===== config.mk =====
export PLATFORM = sky130hd
export DESIGN_NAME = cr_bus_master
export DESIGN_NICKNAME = d
export VERILOG_FILES = /design/src/rtl/cr_pkg.sv /design/src/rtl/cr_timer.sv /design/src/rtl/cr_phase.sv /design/src/rtl/cr_bus_master.sv
export SDC_FILE = /design/constraint.sdc
export NUM_CORES = 1
export LEC_CHECK = 0
export CAP_MARGIN = 20
export CORE_MARGIN = 4
export CORE_UTILIZATION = 30
export DETAILED_ROUTE_END_ITERATION = 16
export PLACE_DENSITY = 0.5
export SLEW_MARGIN = 20
export SYNTH_ARGS = -nofsm -noshare
export SYNTH_HDL_FRONTEND = slang
export SYNTH_SLANG_ARGS = --single-unit
export TNS_END_PERCENT = 30

===== constraint.sdc =====
create_clock -name clk_i -period 5 [get_ports clk_i]
set_clock_uncertainty 0.05 [all_clocks]
set_input_delay 0.5 -clock clk_i [delete_from_list [all_inputs] [get_ports clk_i]]
set_output_delay 0.5 -clock clk_i [all_outputs]
set_load 0.005 [all_outputs]

===== src/rtl/cr_pkg.sv =====
package cr_pkg;
  typedef enum logic [1:0] {OP_READ = 2'd0, OP_WRITE = 2'd1, OP_RMW = 2'd2} op_e;
  typedef enum logic [2:0] {ST_IDLE, ST_ADDR, ST_DATA, ST_WR, ST_RD} step_e;
  typedef enum logic [1:0] {PH_IDLE, PH_SETUP, PH_HI, PH_LO} ph_e;
endpackage


===== src/rtl/cr_timer.sv =====
module cr_timer #(
  parameter int unsigned LIMIT = 1000
) (
  input  logic clk_i,
  input  logic rst_ni,
  input  logic clr_i,
  input  logic en_i,
  output logic hit_o
);
  localparam int unsigned CW = $clog2(LIMIT + 1);
  logic [CW-1:0] cnt_q;

  assign hit_o = en_i && (cnt_q == CW'(LIMIT - 1));

  always_ff @(posedge clk_i or negedge rst_ni) begin
    if (!rst_ni)    cnt_q <= '0;
    else if (clr_i) cnt_q <= '0;
    else if (en_i)  cnt_q <= cnt_q + 1'b1;
  end
endmodule


===== src/rtl/cr_phase.sv =====
module cr_phase
  import cr_pkg::*;
#(
  parameter int unsigned SETUP_CYC   = 2,
  parameter int unsigned TIMEOUT_CYC = 1000
) (
  input  logic clk_i,
  input  logic rst_ni,
  input  logic start_i,
  input  logic ack_i,
  output logic strobe_o,
  output logic hi_o,
  output logic done_o,
  output logic tmo_o
);
  localparam int unsigned SW = $clog2(SETUP_CYC + 1);

  ph_e           st_q;
  logic [SW-1:0] scnt_q;
  logic          waiting;

  assign waiting  = (st_q == PH_HI && !ack_i) || (st_q == PH_LO && ack_i);
  assign strobe_o = (st_q == PH_HI);
  assign hi_o     = (st_q == PH_HI) && ack_i;
  assign done_o   = (st_q == PH_LO) && !ack_i;

  cr_timer #(.LIMIT(TIMEOUT_CYC)) i_timer (
    .clk_i (clk_i),
    .rst_ni(rst_ni),
    .clr_i (!waiting),
    .en_i  (waiting),
    .hit_o (tmo_o)
  );

  always_ff @(posedge clk_i or negedge rst_ni) begin
    if (!rst_ni) begin
      st_q   <= PH_IDLE;
      scnt_q <= '0;
    end else begin
      case (st_q)
        PH_IDLE:  if (start_i) begin
                    st_q   <= PH_SETUP;
                    scnt_q <= '0;
                  end
        PH_SETUP: if (scnt_q == SW'(SETUP_CYC - 1)) st_q <= PH_HI;
                  else scnt_q <= scnt_q + 1'b1;
        PH_HI:    if (ack_i) st_q <= PH_LO;
                  else if (tmo_o) st_q <= PH_IDLE;
        PH_LO:    if (!ack_i || tmo_o) st_q <= PH_IDLE;
        default:  st_q <= PH_IDLE;
      endcase
    end
  end


  strobe_drop_chk: assert property (@(posedge clk_i) disable iff (!rst_ni)
    $fell(strobe_o) |-> ($past(ack_i) || $past(tmo_o)));

  tmo_end_chk: assert property (@(posedge clk_i) disable iff (!rst_ni)
    tmo_o |=> (st_q == PH_IDLE));
endmodule


===== src/rtl/cr_bus_master.sv =====
module cr_bus_master
  import cr_pkg::*;
#(
  parameter int unsigned DW          = 16,
  parameter int unsigned AW          = 16,
  parameter int unsigned SETUP_CYC   = 2,
  parameter int unsigned TIMEOUT_CYC = 1000
) (
  input  logic          clk_i,
  input  logic          rst_ni,
  input  logic          cmd_valid_i,
  input  logic [1:0]    cmd_op_i,
  input  logic [AW-1:0] cmd_addr_i,
  input  logic [DW-1:0] cmd_wdata_i,
  input  logic [DW-1:0] cmd_mask_i,
  output logic          busy_o,
  output logic          done_o,
  output logic          err_o,
  output logic [DW-1:0] rdata_o,
  output logic [DW-1:0] bus_val_o,
  output logic          cap_addr_o,
  output logic          cap_data_o,
  output logic          rd_o,
  output logic          wr_o,
  input  logic          ack_i,
  input  logic [DW-1:0] bus_rdata_i
);
  localparam int unsigned VW = (AW > DW) ? AW : DW;

  step_e         step_q;
  op_e           op_q;
  logic          wb_q, go_q, done_q, err_q;
  logic [AW-1:0] addr_q;
  logic [DW-1:0] wval_q, mask_q, rdata_q, merged;
  logic [VW-1:0] drv_q;
  logic          ph_strobe, ph_hi, ph_done, ph_tmo, accept;

  cr_phase #(.SETUP_CYC(SETUP_CYC), .TIMEOUT_CYC(TIMEOUT_CYC)) i_phase (
    .clk_i   (clk_i),
    .rst_ni  (rst_ni),
    .start_i (go_q),
    .ack_i   (ack_i),
    .strobe_o(ph_strobe),
    .hi_o    (ph_hi),
    .done_o  (ph_done),
    .tmo_o   (ph_tmo)
  );

  assign accept     = cmd_valid_i && (step_q == ST_IDLE);
  assign merged     = (rdata_q & ~mask_q) | (wval_q & mask_q);
  assign cap_addr_o = ph_strobe && (step_q == ST_ADDR);
  assign cap_data_o = ph_strobe && (step_q == ST_DATA);
  assign wr_o       = ph_strobe && (step_q == ST_WR);
  assign rd_o       = ph_strobe && (step_q == ST_RD);
  assign bus_val_o  = drv_q[DW-1:0];
  assign busy_o     = (step_q != ST_IDLE);
  assign done_o     = done_q;
  assign err_o      = err_q;
  assign rdata_o    = rdata_q;

  always_ff @(posedge clk_i or negedge rst_ni) begin
    if (!rst_ni) begin
      step_q <= ST_IDLE; op_q <= OP_READ; wb_q <= 1'b0; go_q <= 1'b0;
      done_q <= 1'b0; err_q <= 1'b0; addr_q <= '0; wval_q <= '0;
      mask_q <= '0; rdata_q <= '0; drv_q <= '0;
    end else begin
      go_q   <= 1'b0;
      done_q <= 1'b0;
      err_q  <= 1'b0;
      if (accept) begin
        op_q   <= op_e'(cmd_op_i);
        addr_q <= cmd_addr_i;
        wval_q <= cmd_wdata_i;
        mask_q <= cmd_mask_i;
        wb_q   <= 1'b0;
        drv_q  <= VW'(cmd_addr_i);
        step_q <= ST_ADDR;
        go_q   <= 1'b1;
      end else if (ph_tmo) begin
        step_q <= ST_IDLE;
        drv_q  <= '0;
        err_q  <= 1'b1;
      end else begin
        if (ph_hi && step_q == ST_RD) rdata_q <= bus_rdata_i;
        if (ph_done) begin
          case (step_q)
            ST_ADDR: begin
              go_q <= 1'b1;
              if (op_q == OP_WRITE || wb_q) begin
                drv_q  <= VW'(wval_q);
                step_q <= ST_DATA;
              end else begin
                drv_q  <= '0;
                step_q <= ST_RD;
              end
            end
            ST_DATA: begin
              step_q <= ST_WR;
              go_q   <= 1'b1;
            end
            ST_WR: begin
              step_q <= ST_IDLE;
              drv_q  <= '0;
              done_q <= 1'b1;
            end
            ST_RD: begin
              if (op_q == OP_RMW) begin
                wb_q   <= 1'b1;
                wval_q <= merged;
                drv_q  <= VW'(addr_q);
                step_q <= ST_ADDR;
                go_q   <= 1'b1;
              end else begin
                step_q <= ST_IDLE;
                done_q <= 1'b1;
              end
            end
            default: step_q <= ST_IDLE;
          endcase
        end
      end
    end
  end


  one_strobe_chk: assert property (@(posedge clk_i) disable iff (!rst_ni)
    $onehot0({cap_addr_o, cap_data_o, rd_o, wr_o}));

  val_stable_chk: assert property (@(posedge clk_i) disable iff (!rst_ni)
    (cap_addr_o || cap_data_o || rd_o || wr_o) |-> $stable(bus_val_o));

  rd_zero_chk: assert property (@(posedge clk_i) disable iff (!rst_ni)
    rd_o |-> (bus_val_o == '0));

  abort_idle_chk: assert property (@(posedge clk_i) disable iff (!rst_ni)
    err_o |-> (!busy_o && bus_val_o == '0 && !(cap_addr_o || cap_data_o || rd_o || wr_o)));

  pulse_excl_chk: assert property (@(posedge clk_i) disable iff (!rst_ni)
    !(done_o && err_o));

  done_pulse_chk: assert property (@(posedge clk_i) disable iff (!rst_ni)
    done_o |=> !done_o);

  busy_end_chk: assert property (@(posedge clk_i) disable iff (!rst_ni)
    $fell(busy_o) |-> (done_o || err_o));
endmodule


# Yosys cells after proc, flatten, opt, wreduce, memory -nomap -nowiden

Cells that the tools add are included.

Reductions and logical operators: 30
Multiplexer cells: 44
Eq/ne operators: 18
Bitwise logic cells: 6
Add/sub/neg operators: 2

Operators with widths:

| cell                                                | number |
|---|---|
| 2-to-1 mux 16 bit                                   | 10 |
| case mux 16 bit (3 select lines)                    | 1 |
| AND 16 bit                                          | 2 |
| 2-to-1 mux 1 bit                                    | 16 |
| NOT 16 bit                                          | 1 |
| bitwise OR 16 bit                                   | 1 |
| 2-to-1 mux 2 bit                                    | 7 |
| 2-to-1 mux 3 bit                                    | 4 |
| logical AND 1 bit                                   | 11 |
| adder 10 x 1 -> 10 bit, second input constant       | 1 |
| equality test 10 bit, second input constant         | 1 |
| 2-to-1 mux 10 bit                                   | 1 |
| case mux 3 bit (3 select lines)                     | 1 |
| AND reduction 3 bit                                 | 3 |
| != test 2 bit, second input constant                | 4 |
| case mux 2 bit (4 select lines)                     | 1 |
| AND reduction 4 bit                                 | 2 |
| nonzero test 2 bit                                  | 4 |
| equality test 2 x 1 -> 1 bit, second input constant | 3 |
| equality test 2 bit, second input constant          | 3 |
| equality test 3 x 2 -> 1 bit, second input constant | 2 |
| nonzero test 3 bit                                  | 2 |
| nonzero test 5 bit                                  | 1 |
| != test 4 x 2 -> 1 bit, second input constant       | 1 |
| other kinds (13)                                    | 17 |

Output and inout bits: 39
Flip-flop bits (word level): 103
Word-level logic and storage cells: 114

# Longest topological paths before layout

Word-level depth: 8
Depth in mapped cells: 8
Mapped depth without buffers: 6

# Modules after synthesis

Synthesis repeated with hierarchy kept, for this count alone.

Cell total of the unflattened synthesis: 493
Area total of the unflattened synthesis: 4996.0 µm²

By module, submodules not included:

| module        | area an instance (µm²) | sequential area each (µm²) | instances | cells an instance |
|---|---|---|---|---|
| cr_bus_master | 4171.5                 | 2227.1                     | 1         | 412 |
| cr_timer      | 518.0                  | 250.2                      | 1         | 52 |
| cr_phase      | 306.5                  | 100.1                      | 1         | 29 |

# Least setup slack after synthesis

No wires, ideal clock.

Kind: reg-to-reg
Start: reg i_phase.i_timer.cnt_q[0]
End: reg drv_q[10] (netlist: bus_val_o[10])
Cell stages (with the launch flop): 8
Setup slack: 3.118 ns
Data arrival time: 1.766 ns
Library setup time: 0.067 ns
Data required time: 4.883 ns
Path through: dfrtp_1 -> ha_1 -> nand4b_1 -> or3_1 -> or2_2 -> nand2_4 -> buf_6 -> o2111a_1

Longest elaborated chain between the ends: 4

RTL lines:

| what                                                                      | line                 | text |
|---|---|---|
| start: declaration                                                        | cr_timer.sv:11       | `logic [CW-1:0] cnt_q;` |
| start signal: assignment                                                  | cr_timer.sv:18       | `else if (en_i) cnt_q <= cnt_q + 1'b1;` |
| equality test 10 bit *                                                    | cr_timer.sv:13       | `assign hit_o = en_i && (cnt_q == CW'(LIMIT - 1));` |
| logical AND 1 bit *                                                       | cr_timer.sv:13       |  |
| != test 4 x 2 -> 1 bit (no source line), or another cell as far along     | -                    |  |
| AND reduction 3 bit (no source line) or 2-to-1 mux 16 bit (tied branches) | -                    |  |
| end signal: assignment                                                    | cr_bus_master.sv:76  | `drv_q <= VW'(cmd_addr_i);` |
| end signal: assignment                                                    | cr_bus_master.sv:90  | `drv_q <= VW'(wval_q);` |
| end signal: assignment                                                    | cr_bus_master.sv:110 | `drv_q <= VW'(addr_q);` |
| end: declaration                                                          | cr_bus_master.sv:35  | `logic [VW-1:0] drv_q;` |

Every way passes the cells marked *; elsewhere a longest branch is shown, timed or not.
A chain may end at the register's enable or synchronous reset.

# Worst setup path after layout

Start: reg step_q[2]
End: out busy_o

Longest elaborated chain between the ends: 1

RTL lines:

| what                     | line                | text |
|---|---|---|
| start: declaration       | cr_bus_master.sv:30 | `step_e step_q;` |
| start signal: assignment | cr_bus_master.sv:63 | `step_q <= ST_IDLE; op_q <= OP_READ; wb_q <= 1'b0; go_q <= 1'b0;` |
| start signal: assignment | cr_bus_master.sv:77 | `step_q <= ST_ADDR;` |
| start signal: assignment | cr_bus_master.sv:80 | `step_q <= ST_IDLE;` |
| nonzero test 3 bit       | cr_bus_master.sv:56 | `assign busy_o = (step_q != ST_IDLE);` |
| end: declaration         | cr_bus_master.sv:16 | `output logic busy_o,` |

Every way passes these cells.

==> results by stage <==
Clocking:
- TritonCTS created 9 clock buffers.
- Post-CTS timing repair inserted 0 buffers for setup.
- In this run, post-CTS hold repair placed 0 buffers.
- The CTS tree is yes.
- The H-tree depth is 3.
- The buffer levels on the longest clock path is 2.
- The clock latency of the later-clocked register in the worst-skew pair is 0.36 ns.
- CTS saw 103 sinks.
- The library cell used as clock root buffer is clkbuf_16.
- The number of gates resized after CTS was 0.
- The clock transition at the registers of the reported paths is 0.07 ns.

Power:
- The maximum ir drop on the vdd rail is 0.207 mV.
- In this run the static leakage power is 2.78 nW.
- Dividing total power by cell area gives a power density of 543 mW/mm2.

Cells and area:
- The antenna diode instance count is 0.
- Of the cells placed in the final design, the portion with a size suffix greater than 1 is 8.15%.
- Summing all non-filler instances in the final layout gives an area of 0.00641 mm2.
- The end-of-flow core utilization is 40.2%.
- The net count of the finished layout is 656.
- The area added between synthesis and finish is 30.9%.

Synthesis:
- In the synthesized netlist the async set-or-reset flop fraction comes to 100%.
- The proportion of netlist area held by the largest area contributor is 52.6%.
- The count of state elements after synthesis is 103.
- Dividing the synthesized area by the synthesized cell count gives 9.92 um2.
- The area of the mapped netlist is 0.00490 mm2.
- After synthesis, the cell types taking the most area are dfrtp_1 (53%), nand2_1 (8.5%), nor2_1 (3.9%).
- The prevailing post-synth register cell is dfrtp_1.
- The number of synthesized flops with an enable pin is 0.
- The synthesized instance count is 494.
- The number of library cell types mapped by synthesis is 46.
- The sequential area share after synthesis is 52.6%.
- The cell type with the highest aggregate area in the netlist is dfrtp_1.
- During synthesis, Yosys emitted a total of 0 warnings.
- The net count after synthesis is 566.

Job:
- The total of max-cap violations is 0.

STA:
- Derived from the worst setup path, the maximum achievable clock frequency is 0.309 GHz.
- Headroom to the max-slew limit came out at 33.3%.
- The transition at the pin with the smallest max-transition slack is 1.00 ns.
- The number of hold-slack violations in the final timing report is 0.
- Setup repair after global routing left no endpoint under its margin.
- The worst path uses 64.8% of the clock period.
- The worst setup slack after layout is 1.76 ns.
- Setup violations remaining at the end of the flow were counted as 0.
- The final hold slack is 0.114 ns.
- The time the worst path needs with I/O delays and setup is 3.24 ns.
- Adding up every negative setup slack in the final design gives 0 ns.
- The number of max-slew violations in the final report is 0.

Route:
- After detailed routing, the number of remaining DRC violations is 0.
- After detailed routing, the average wire length per cell comes to 17.5 um.
- The via count of the routed design is 4022.
- The first detailed-routing pass took 4 iterations.
- Wires add up to 14100 um.
- After the first detailed-routing iteration, the DRC count stood at 210.
- Dividing the detail-routed via count by the number of cells gives 5.00.
- The post-detailed-route count of antenna-violating nets is 0.

Worst setup path:
- The critical path is of the reg -> out type.
- The critical path data arrival time is 2.69 ns.
- The nature of the critical path endpoint is an output port.
- The maximum fanout count along the critical path is 28.
- The sort of element at the start of the critical path is a register.
- At the worst endpoint, the required time is 4.45 ns.

Global route:
- The total routing usage reported by global routing is 15.7%.
- The fraction of met1 tracks used by global routing is 21.1%.
- Entering global routing, the biggest net connects 63 pins.
- The most crowded layer after global routing is met2.
- Global routing consumed, on the met2 layer, 23.9% of the routing resources.
- The number of global-route vias before repair was 4144.
- The first-pass GRT wire length is 22400 um.
- The overflow left after global routing is 0.
- The met3 usage in global routing is 5.48%.
- The initial antenna violation count is 1.

Floorplan:
- Pin placement for this block handled 109 I/O pins.
- For this configuration, the core starts out at a cell density of 30.7%.
- The floorplan step set the die width to 136 um.
- The die extent in y is 136 um.
- The core region is 0.0159 mm2.
- The initialized floorplan defines 46 standard-cell rows.
- The area of the die is 0.0184 mm2.

Run status:
- The flow ran to the end, and the final reports show no timing, DRC or antenna violations.

Worst hold path:
- The class of the most critical hold timing path is in -> async.

Placement:
- The weighted congestion reported at the end of routability-driven placement is 0.753.
- The standard cell area after detailed placement is 0.00611 mm2.
- The sum of net half-perimeters after detailed placement is 9650 um.
- The number of buffers added on ports is 108.
- The pre-CTS setup slack is 1.89 ns.
[through the flow]
step	instances	power, mW
floorplan	494	2.19
global placement	788	2.73
detailed placement	789	2.78
CTS	805	3.52
global route	805	3.73
finish	805	3.49
[cells in the mapped netlist (6+ instances only)]
library cell and instances:
clkbuf_1 18, buf_2 6, nor2_1 51, o2111a_1 16, a22o_1 16, a21oi_1 28, nand2_1 111, a221o_1 16
dfrtp_1 103, mux2i_1 11, mux2_2 16, o21ai_0 15, or3_1 20
[final cells by class]
class | count | area, um2
Sequential cell | 103 | 2580
Inverter | 4 | 15.0
Tap cell | 216 | 270
Fill cell | 1593 | 9530
Multi-Input combinational cell | 354 | 2140
Clock buffer | 10 | 239
Clock inverter | 6 | 68.8
Timing Repair Buffer | 112 | 1110
[placed cells by master (no fill, tap or decap), types with 3 or more instances in the layout]
master and count:
o21ai_0 15, a21oi_1 28, a22o_1 16, xnor2_1 4
dfrtp_1 103, nand2_1 111, or3_1 20, nor3_1 5
mux2_2 16, nand3_1 5, clkbuf_16 9, mux2i_1 11
a221o_1 16, buf_4 5, o2111a_1 16, xor2_1 3
nor2_1 51, nor2b_1 3, inv_1 4, clkdlybuf4s50_1 107
and3_1 5, nand4_1 3
[routing by layer]
| metal | up-vias | part of all wire, % |
|---|---|---|
| li1 | 1920 | - |
| met1 | 1976 | 45 |
| met2 | 108 | 46 |
| met3 | 16 | 6.7 |
| met4 | 2 | 1.5 |
| met5 | - | 0.092 |
[kinds of logic after synthesis]
group           after synthesis  share of synthesized area (%)
simple gates                217                           19.9
flops                       103                           52.6
compound gates              101                           16.0
buf+inv                      37                           3.90
mux                          27                           5.92
xor+xnor                      7                           1.25
fa+ha+maj                     2                          0.510
[power by group]
group / internal [mW] / leakage, nW / switching [mW]
combinational: 0.641 / 1.35 / 0.607
clock: 0.405 / 0.149 / 0.334
sequential: 1.18 / 1.28 / 0.313
[final timing paths]
path / start / to / slack [ns] / cells after the start
min reg2reg: mask_q[13] / mask_q[13] / 0.43 / 2
max: step_q[2] / busy_o / 1.76 / 2
min: rst_ni / addr_q[10] / 0.11 / 1
max in group asynchronous: rst_ni / asynchronous set/reset pin / 3.60 / 2
max reg2reg: step_q[2] / bus_val_o[13] / 1.86 / 5
min in group clk_i: mask_q[13] / mask_q[13] / 0.43 / 2
[worst max-delay path, stage by stage, from the launching register on]
cell and delay, ns:
dfrtp_1 1.00, or3_1 0.69, clkdlybuf4s50_1 0.63
Note: power is estimated with default switching activity, not from simulation.
